$ cat config.mk
export PLATFORM = sky130hd
export DESIGN_NAME = pmd_clk_div
export DESIGN_NICKNAME = d
export VERILOG_FILES = /design/src/rtl/pmd_pkg.sv /design/src/rtl/pmd_rate_ctl.sv /design/src/rtl/pmd_phase_gen.sv /design/src/rtl/pmd_tick_gen.sv /design/src/rtl/pmd_clk_div.sv
export SDC_FILE = /design/constraint.sdc
export NUM_CORES = 1
export LEC_CHECK = 0
export BUFFER_PORTS_ARGS = -buffer_cell sky130_fd_sc_hd__buf_2
export CORE_MARGIN = 2
export CORE_UTILIZATION = 59
export CTS_CLUSTER_DIAMETER = 30
export DETAILED_ROUTE_END_ITERATION = 10
export PLACE_DENSITY_LB_ADDON = 0.15
export SKIP_LAST_GASP = 1
export SLEW_MARGIN = 10
export SYNTH_ARGS = -nofsm -noshare
export SYNTH_HDL_FRONTEND = slang
export SYNTH_HIERARCHICAL = 1
export SYNTH_SLANG_ARGS = --single-unit
$ cat constraint.sdc
create_clock -name clk -period 5.43 [get_ports clk]
set_clock_uncertainty 0.05 [all_clocks]
set_input_delay 0 -clock clk [delete_from_list [all_inputs] [get_ports clk]]
set_output_delay 0 -clock clk [all_outputs]
set_load 0.005 [all_outputs]
$ cat src/rtl/pmd_pkg.sv
package pmd_pkg;

  typedef enum logic [1:0] {
    RT_OFF  = 2'b00,
    RT_NORM = 2'b01,
    RT_LP1  = 2'b10,
    RT_LP2  = 2'b11
  } rate_t;

  // A request is accepted unless it is the unused code or a hop between
  // the two low-power codes.
  function automatic logic rate_legal(input rate_t cur, input logic [1:0] req);
    logic hop;
    hop = cur[1] && req[1] && (cur != rate_t'(req));
    return (req != 2'b00) && !hop;
  endfunction

endpackage

$ cat src/rtl/pmd_rate_ctl.sv
module pmd_rate_ctl
  import pmd_pkg::*;
#(
  parameter int N_PH     = 4,
  parameter int NORM_DIV = 4,
  parameter int LP1_DIV  = 64,
  parameter int LP2_DIV  = 1024,
  parameter int PRE_W    = 8
) (
  input  logic             clk,
  input  logic             rst_n,
  input  logic             wr_en,
  input  logic [1:0]       wr_data,
  input  logic             swb,
  input  logic             mc_end,
  output rate_t            field_q,
  output logic [PRE_W-1:0] pre_max
);

  localparam int PL_NORM = NORM_DIV / N_PH - 1;
  localparam int PL_LP1  = LP1_DIV / N_PH - 1;
  localparam int PL_LP2  = LP2_DIV / N_PH - 1;

  rate_t act_q, act_d, field_d;
  logic  pend_q, pend_d;
  logic  wr_ok, swb_set, force_norm;

  always_comb begin
    wr_ok      = wr_en && rate_legal(field_q, wr_data);
    swb_set    = swb && (field_q != RT_NORM);
    force_norm = mc_end && (pend_q || swb_set);

    if (force_norm)      field_d = RT_NORM;
    else if (wr_ok)      field_d = rate_t'(wr_data);
    else                 field_d = field_q;

    act_d  = mc_end ? field_d : act_q;
    pend_d = mc_end ? 1'b0 : (pend_q || swb_set);
  end

  always_ff @(posedge clk or negedge rst_n) begin
    if (!rst_n) begin
      field_q <= RT_NORM;
      act_q   <= RT_NORM;
      pend_q  <= 1'b0;
    end else begin
      field_q <= field_d;
      act_q   <= act_d;
      pend_q  <= pend_d;
    end
  end

  always_comb begin
    case (act_q)
      RT_LP1:  pre_max = PRE_W'(PL_LP1);
      RT_LP2:  pre_max = PRE_W'(PL_LP2);
      default: pre_max = PRE_W'(PL_NORM);
    endcase
  end

endmodule

$ cat src/rtl/pmd_phase_gen.sv
module pmd_phase_gen #(
  parameter int N_PH  = 4,
  parameter int PRE_W = 8,
  localparam int PH_W = (N_PH > 1) ? $clog2(N_PH) : 1
) (
  input  logic             clk,
  input  logic             rst_n,
  input  logic [PRE_W-1:0] pre_max,
  output logic [N_PH-1:0]  ph_stb,
  output logic             mc_end
);

  logic [PRE_W-1:0] pre_q, pre_d;
  logic [PH_W-1:0]  ph_q, ph_d;
  logic             pre_end, ph_last;

  always_comb begin
    pre_end = (pre_q == pre_max);
    ph_last = (ph_q == PH_W'(N_PH - 1));
    mc_end  = pre_end && ph_last;

    if (pre_end) begin
      pre_d = '0;
      ph_d  = ph_last ? '0 : ph_q + PH_W'(1);
    end else begin
      pre_d = pre_q + PRE_W'(1);
      ph_d  = ph_q;
    end
  end

  always_ff @(posedge clk or negedge rst_n) begin
    if (!rst_n) begin
      pre_q <= '0;
      ph_q  <= '0;
    end else begin
      pre_q <= pre_d;
      ph_q  <= ph_d;
    end
  end

  for (genvar k = 0; k < N_PH; k++) begin : g_ph
    assign ph_stb[k] = (pre_q == '0) && (ph_q == PH_W'(k));
  end

endmodule

$ cat src/rtl/pmd_tick_gen.sv
module pmd_tick_gen #(
  parameter int N_TMR   = 3,
  parameter int SLOW_MC = 3,
  localparam int MC_W   = (SLOW_MC > 1) ? $clog2(SLOW_MC) : 1
) (
  input  logic             clk,
  input  logic             rst_n,
  input  logic             mc_end,
  input  logic             tsel_we,
  input  logic [N_TMR-1:0] tsel_wdata,
  output logic [N_TMR-1:0] tick
);

  logic [N_TMR-1:0] tsel_q, tsel_d;
  logic [MC_W-1:0]  mc_q, mc_d;
  logic             slow_hit;

  always_comb begin
    slow_hit = (mc_q == MC_W'(SLOW_MC - 1));
    tsel_d   = tsel_we ? tsel_wdata : tsel_q;
    if (mc_end) mc_d = slow_hit ? '0 : mc_q + MC_W'(1);
    else        mc_d = mc_q;
  end

  always_ff @(posedge clk or negedge rst_n) begin
    if (!rst_n) begin
      tsel_q <= '0;
      mc_q   <= '0;
    end else begin
      tsel_q <= tsel_d;
      mc_q   <= mc_d;
    end
  end

  for (genvar i = 0; i < N_TMR; i++) begin : g_tmr
    assign tick[i] = mc_end && (tsel_q[i] || slow_hit);
  end

endmodule

$ cat src/rtl/pmd_clk_div.sv
module pmd_clk_div
  import pmd_pkg::*;
#(
  parameter int N_TMR    = 3,
  parameter int N_PH     = 4,
  parameter int NORM_DIV = 4,
  parameter int LP1_DIV  = 64,
  parameter int LP2_DIV  = 1024,
  parameter int SLOW_MC  = 3
) (
  input  logic             clk,
  input  logic             rst_n,
  input  logic             rate_we,
  input  logic [1:0]       rate_wdata,
  input  logic             swb_pulse,
  input  logic             tsel_we,
  input  logic [N_TMR-1:0] tsel_wdata,
  output logic [1:0]       rate_q,
  output logic             mc_stb,
  output logic [N_PH-1:0]  ph_stb,
  output logic [N_TMR-1:0] tmr_tick
);

  localparam int MAX_PL = LP2_DIV / N_PH;
  localparam int PRE_W  = (MAX_PL > 1) ? $clog2(MAX_PL) : 1;

  logic [1:0]       rs_q;
  logic             rst_i_n;
  rate_t            field;
  logic [PRE_W-1:0] pre_max;
  logic             mc_end;

  always_ff @(posedge clk or negedge rst_n) begin
    if (!rst_n) rs_q <= 2'b00;
    else        rs_q <= {rs_q[0], 1'b1};
  end
  assign rst_i_n = rs_q[1];

  pmd_rate_ctl #(
    .N_PH(N_PH), .NORM_DIV(NORM_DIV), .LP1_DIV(LP1_DIV),
    .LP2_DIV(LP2_DIV), .PRE_W(PRE_W)
  ) u_rate (
    .clk(clk), .rst_n(rst_i_n), .wr_en(rate_we), .wr_data(rate_wdata),
    .swb(swb_pulse), .mc_end(mc_end), .field_q(field), .pre_max(pre_max)
  );

  pmd_phase_gen #(.N_PH(N_PH), .PRE_W(PRE_W)) u_phase (
    .clk(clk), .rst_n(rst_i_n), .pre_max(pre_max),
    .ph_stb(ph_stb), .mc_end(mc_end)
  );

  pmd_tick_gen #(.N_TMR(N_TMR), .SLOW_MC(SLOW_MC)) u_tick (
    .clk(clk), .rst_n(rst_i_n), .mc_end(mc_end),
    .tsel_we(tsel_we), .tsel_wdata(tsel_wdata), .tick(tmr_tick)
  );

  assign rate_q = field;
  assign mc_stb = mc_end;

endmodule

# ---- Yosys cells after proc, flatten, opt, wreduce, memory -nomap -nowiden
# Cells that the tools add are included.
# W data, S select, Z words.
dict set report word_totals {
  elab_cells 49
  out_inout_bits 10
  reg_bits 22
}
dict set report op_classes {
  mux 7
  reduce_logical 22
  n_eq_ne 9
  n_addsub 3
}
# operator n
set op_table {}
lappend op_table {{$pmux W8 S2} 1}
lappend op_table {{$logic_and A1 B1 Y1} 14}
lappend op_table {{$eq A2 B2 Y1 const B} 5}
lappend op_table {{$add A8 B1 Y8 const B} 1}
lappend op_table {{$eq A8 B8 Y1} 1}
lappend op_table {{$logic_not A8 Y1} 1}
lappend op_table {{$mux W2} 4}
lappend op_table {{$mux W8} 1}
lappend op_table {{$add A2 B1 Y2 const B} 2}
lappend op_table {{$logic_or A1 B1 Y1} 4}
lappend op_table {{$eq A2 B1 Y1 const B} 1}
lappend op_table {{$logic_not A2 Y1} 1}
lappend op_table {{$ne A2 B1 Y1 const B} 1}
lappend op_table {{$ne A2 B2 Y1} 1}
lappend op_table {{$reduce_bool A2 Y1} 1}
lappend op_table {{$logic_not A1 Y1} 1}
lappend op_table {{$mux W1} 1}

# ---- Depth between registers and ports, before layout
dict set report logic_depth {
  ltp_word 7
  mapped_depth 10
  depth_no_buf 8
}

# ---- Hierarchy
# The synthesis kept the hierarchy.
# module area_per_inst_um2 n_inst cells_each seq_area_each_um2
set modules_own_cells {}
lappend modules_own_cells {pmd_phase_gen 640.6 1 62 250.2}
lappend modules_own_cells {pmd_rate_ctl 311.5 1 33 127.6}
lappend modules_own_cells {pmd_tick_gen 219.0 1 16 125.1}
lappend modules_own_cells {pmd_clk_div 53.8 1 3 50.0}

# ---- Worst setup path after synthesis
# OpenSTA, ideal clock, no wires.
dict set report synth_timing {
  path_kind {register -> register}
  from {register u_rate.act_q[0]}
  to {register u_tick.mc_q[0]}
  path_stages_with_launch 9
  slack_ps 3247
  path_buffers 2
  arrival_ps 2008
  path_cell_list {dfstp_2 and2_1 buf_4 xnor2_1 nand4_1 nor2_1 buf_6 and2_1 mux2_2}
}
dict set report synth_between {
  elab_chain_len 4
}
# item line
set synth_lines {}
lappend synth_lines {{from (decl)} pmd_rate_ctl.sv:24} ;# rate_t act_q, act_d, field_d;
lappend synth_lines {{from (signal assigned)} pmd_rate_ctl.sv:48} ;# act_q <= act_d;
lappend synth_lines {{$eq A2 B2 Y1} pmd_rate_ctl.sv:54} ;# case (act_q)
lappend synth_lines {{$pmux W8 S2 *} pmd_rate_ctl.sv:54}
lappend synth_lines {{via pre_max[4]} pmd_clk_div.sv:30} ;# logic [PRE_W-1:0] pre_max;
lappend synth_lines {{$eq A8 B8 Y1 *} pmd_phase_gen.sv:18} ;# pre_end = (pre_q == pre_max);
lappend synth_lines {{$logic_and A1 B1 Y1 *} pmd_phase_gen.sv:20} ;# mc_end = pre_end && ph_last;
lappend synth_lines {{via mc_stb} pmd_clk_div.sv:19} ;# output logic mc_stb,
lappend synth_lines {{to (signal assigned)} pmd_tick_gen.sv:31} ;# mc_q <= mc_d;
lappend synth_lines {{to (decl)} pmd_tick_gen.sv:15} ;# logic [MC_W-1:0] mc_q, mc_d;
# Mark *: on every way through the listed nets, which the timed path passes. The rest lies on a longest branch.
# A chain may end at the register's enable or synchronous reset.

# ---- Worst setup path in the final report
dict set report layout_timing {
  from {register u_rate.act_q[0]}
  to {output port tmr_tick[1]}
}
dict set report layout_between {
  elab_chain_len 5
}
# item line
set layout_lines {}
lappend layout_lines {{$eq A2 B2 Y1} pmd_rate_ctl.sv:54}
lappend layout_lines {{$pmux W8 S2 *} pmd_rate_ctl.sv:54}
lappend layout_lines {{via pre_max[4]} pmd_clk_div.sv:30}
lappend layout_lines {{$eq A8 B8 Y1 *} pmd_phase_gen.sv:18}
lappend layout_lines {{$logic_and A1 B1 Y1 *} pmd_phase_gen.sv:20}
lappend layout_lines {{$logic_and A1 B1 Y1 *} pmd_tick_gen.sv:36} ;# assign tick[i] = mc_end && (tsel_q[i] || slow_hit);
lappend layout_lines {{to (decl)} pmd_clk_div.sv:21} ;# output logic [N_TMR-1:0] tmr_tick
# Marks and branches as above.

==> results_dict.tcl <==
set metrics [dict create \
    viasPerCell 4.98 \
    clockBufferDepth 2 \
    syn_to_final_growth_pct 17.6 \
    nets 158 \
    port-buffer-count 19 \
    globalRouteTotalUtil 0.202 \
    syn_inst 114 \
    ys_warn_count 6 \
    maxCapViolCount 0 \
    drc_errors 0 \
    fillCellCount 160 \
    tightest_slew_ps 765 \
    start_util 0.624 \
    powerDensity_mw_per_mm2 440 \
    final_core_util 0.734 \
    yosys-top-cells-area "dfrtp_1 41%, ha_1 7.2%, xnor2_1 7.2%, mux2_2 4.6%, dfstp_2 4.3%" \
    slew_headroom 0.488 \
    grt_first_pass_wirelength_mm 3.77 \
    worstSetupPathType "reg2out" \
    seq_area_frac_synth 0.451 \
    critPathArrivalTime_ps 2700 \
    crit_path_max_fanout 12 \
    cts_max_level 1 \
    die_h_um 49.6 \
    netlist_area_sq_mm 0.00122 \
    synth.most_common_cell "dfrtp_1" \
    wire_per_inst_um 12.3 \
    synth_edf_count 0 \
    clk_pin_slew_worst_paths_ps 110 \
    timing.critical_path.mode_cell "and2_1" \
    worstSetupEndpointType "primary output" \
    die_area_sq_mm 0.00246 \
    fmax_ghz 0.364 \
    cts_tree "done" \
    syn_nets 131 \
    slew_viol_final 0 \
    grt_overflow 0 \
    path_buf_inv 1 \
    hold_viol 0 \
    crit_slowest_cell "nor2_1" \
    fin_tns_setup_ps 0 \
    cts_setup_buffers 0 \
    grt_setup_unrepaired "false" \
    io_pins 20 \
    hp-class "in2reg" \
    drt_iter0_drc 2 \
    synth_ff_type "dfrtp_1" \
    crit_chain "and2_1 -> xnor2_1 -> nand4_1 -> nor2_1 -> and2_1 -> o21a_1 -> buf_2" \
    yosysUniqueCellTypes 35 \
    critPathLaunchType "flop" \
    yosys-top-cells-count "20 x dfrtp_1, 14 x nor2_1, 10 x xnor2_1" \
    cts_resized 0 \
    antenna_found_initial 0 \
    synth_top_cell_by_area "dfrtp_1" \
    setup_viol 0 \
    outcome "finished clean" \
    power.leakage_nw 0.674 \
    crit_family "simple AND/OR/NAND/NOR gates" \
    die-width_um 49.6 \
    numClockSinks 22 \
    synth_top_cell_area_share 0.409 \
    clk_latency_ps 300 \
    grt_pass1_vias 910 \
    dr.pass1.iters 3 \
    root_buffer "clkbuf_4" \
    numCtsBuffers 3 \
    std_cell_rows 16 \
    async_flop_share 1.00 \
    core_sq_mm 0.00196 \
    vias 831 \
    synth-seq-cells 22 \
    postSynthAreaPerCell_sq_um 10.7 \
    wirelength_mm 2.05 \
    peakVddDrop_uv 302 \
    ant_nets 0 \
    grt_max_degree 21 \
    dp_hpwl_mm 1.44 \
    antenna_cells 0 \
    period_needed_ps 2750 \
    drive_gt1_frac 0.250 \
    gp_congestion 0.769 \
    cp.required_ps 5380 \
    max_stage_delay_ps 610 \
    period_share 0.506 \
]
-- flip-flops by register name, indices dropped and copies added (netlist names) --
signal and flops:
u_tick/mc_q 2, u_rate/field_q 2, rs_q 2, u_phase/ph_q 2, u_tick/tsel_q 3, u_rate/act_q 2, u_phase/pre_q 8, u_rate/pend_q 1
-- per-stage QoR --
stage	setup slack [ps]	hold WS, ps	area [sq um]	power (W)	instances
floorplan	3250	-346	1220	0.000500	114
global placement	2880	-265	1290	0.000527	152
detailed placement	2780	-263	1290	0.000539	152
CTS	2630	19.6	1440	0.000642	167
global route	2390	67.8	1440	0.000690	167
finish	2680	24.7	1440	0.000634	167
-- worst paths after layout --
| kind | depth (start not counted) | startpoint | slack [ps] | endpoint |
|---|---|---|---|---|
| setup / recovery | 7 | u_rate/act_q[0] | 2680 | tmr_tick[1] |
| hold / removal | 4 | rate_we | 20 | u_rate/field_q[1] |
| setup reg to reg | 6 | u_rate/act_q[0] | 2790 | u_tick/mc_q[0] |
| hold reg to reg | 0 | rs_q[1] | 270 | u_phase/pre_q[1] |
| max in group asynchronous | 0 | rs_q[1] | 4580 | u_rate/act_q[1] |
| min in group asynchronous | 0 | rs_q[1] | 270 | u_phase/pre_q[1] |
-- kinds of logic (layout without fill, tap and decap cells) --
group                    after synthesis  count (layout)  share of synthesized area
flip-flops                            22              22                      0.451
multiplexers                           8               8                     0.0746
adder cells (fa/ha/maj)                7               7                     0.0715
XOR/XNOR                              14              14                      0.100
buffers and inverters                 13              39                     0.0643
AO/OA/AOI/OAI                         10              10                     0.0633
other                                  1               1                    0.00306
AND/OR/NAND/NOR                       39              39                      0.172
-- power breakdown --
group / total [W] / switching [W] / leakage (nW) / internal (W)
registers: 0.000291 / 0.0000669 / 0.265 / 0.000224
clock network: 0.0000879 / 0.0000470 / 0.0210 / 0.0000409
logic: 0.000255 / 0.000119 / 0.388 / 0.000137
total: 0.000634 / 0.000233 / 0.674 / 0.000401
-- layout make-up --
cell class	instances	area, sq um	share of cell area
Multi-Input combinational cell	79	593	0.412
Sequential cell	22	553	0.384
Timing Repair Buffer	30	205	0.142
Clock buffer	4	36.3	0.0252
Tap cell	27	33.8	0.0235
Inverter	5	18.8	0.0130
-- tightest hold or removal path, stage by stage --
cell       delay [ps]
buf_2             110
o2111ai_2          60
mux2i_1            90
nor2_1             90
-- per-layer routing --
layer / GRT usage / vias to the layer above / wire length (um) / part of all wire
li1: - / 425 / - / -
met2: 0.331 / 16 / 1010 / 0.49
met4: 0.106 / 0 / 38 / 0.019
met1: 0.251 / 386 / 931 / 0.45
met3: 0.0394 / 4 / 70 / 0.034
met5: 0 / - / 0 / 0
-- placed cells by master (no fill, tap or decap), types with 2 or more instances in the layout --
cell type       n
nand2_1         4
clkbuf_4        3
ha_1            7
mux2i_1         2
inv_1           5
dfstp_2         2
o21a_1          3
nor2_1         14
dlygate4sd3_1  11
mux2_2          5
buf_2          19
xnor2_1        10
nand4_1         2
nand3_1         4
and2_1          6
dfrtp_1        20
xor2_1          4
-- repair_timing --
action / CTS / global route
hold endpoints to repair: 9 / 0
hold buffers: 11 / 0
endpoints found under the setup margin: 0 / 0
Power figures use the tool's default switching activity.
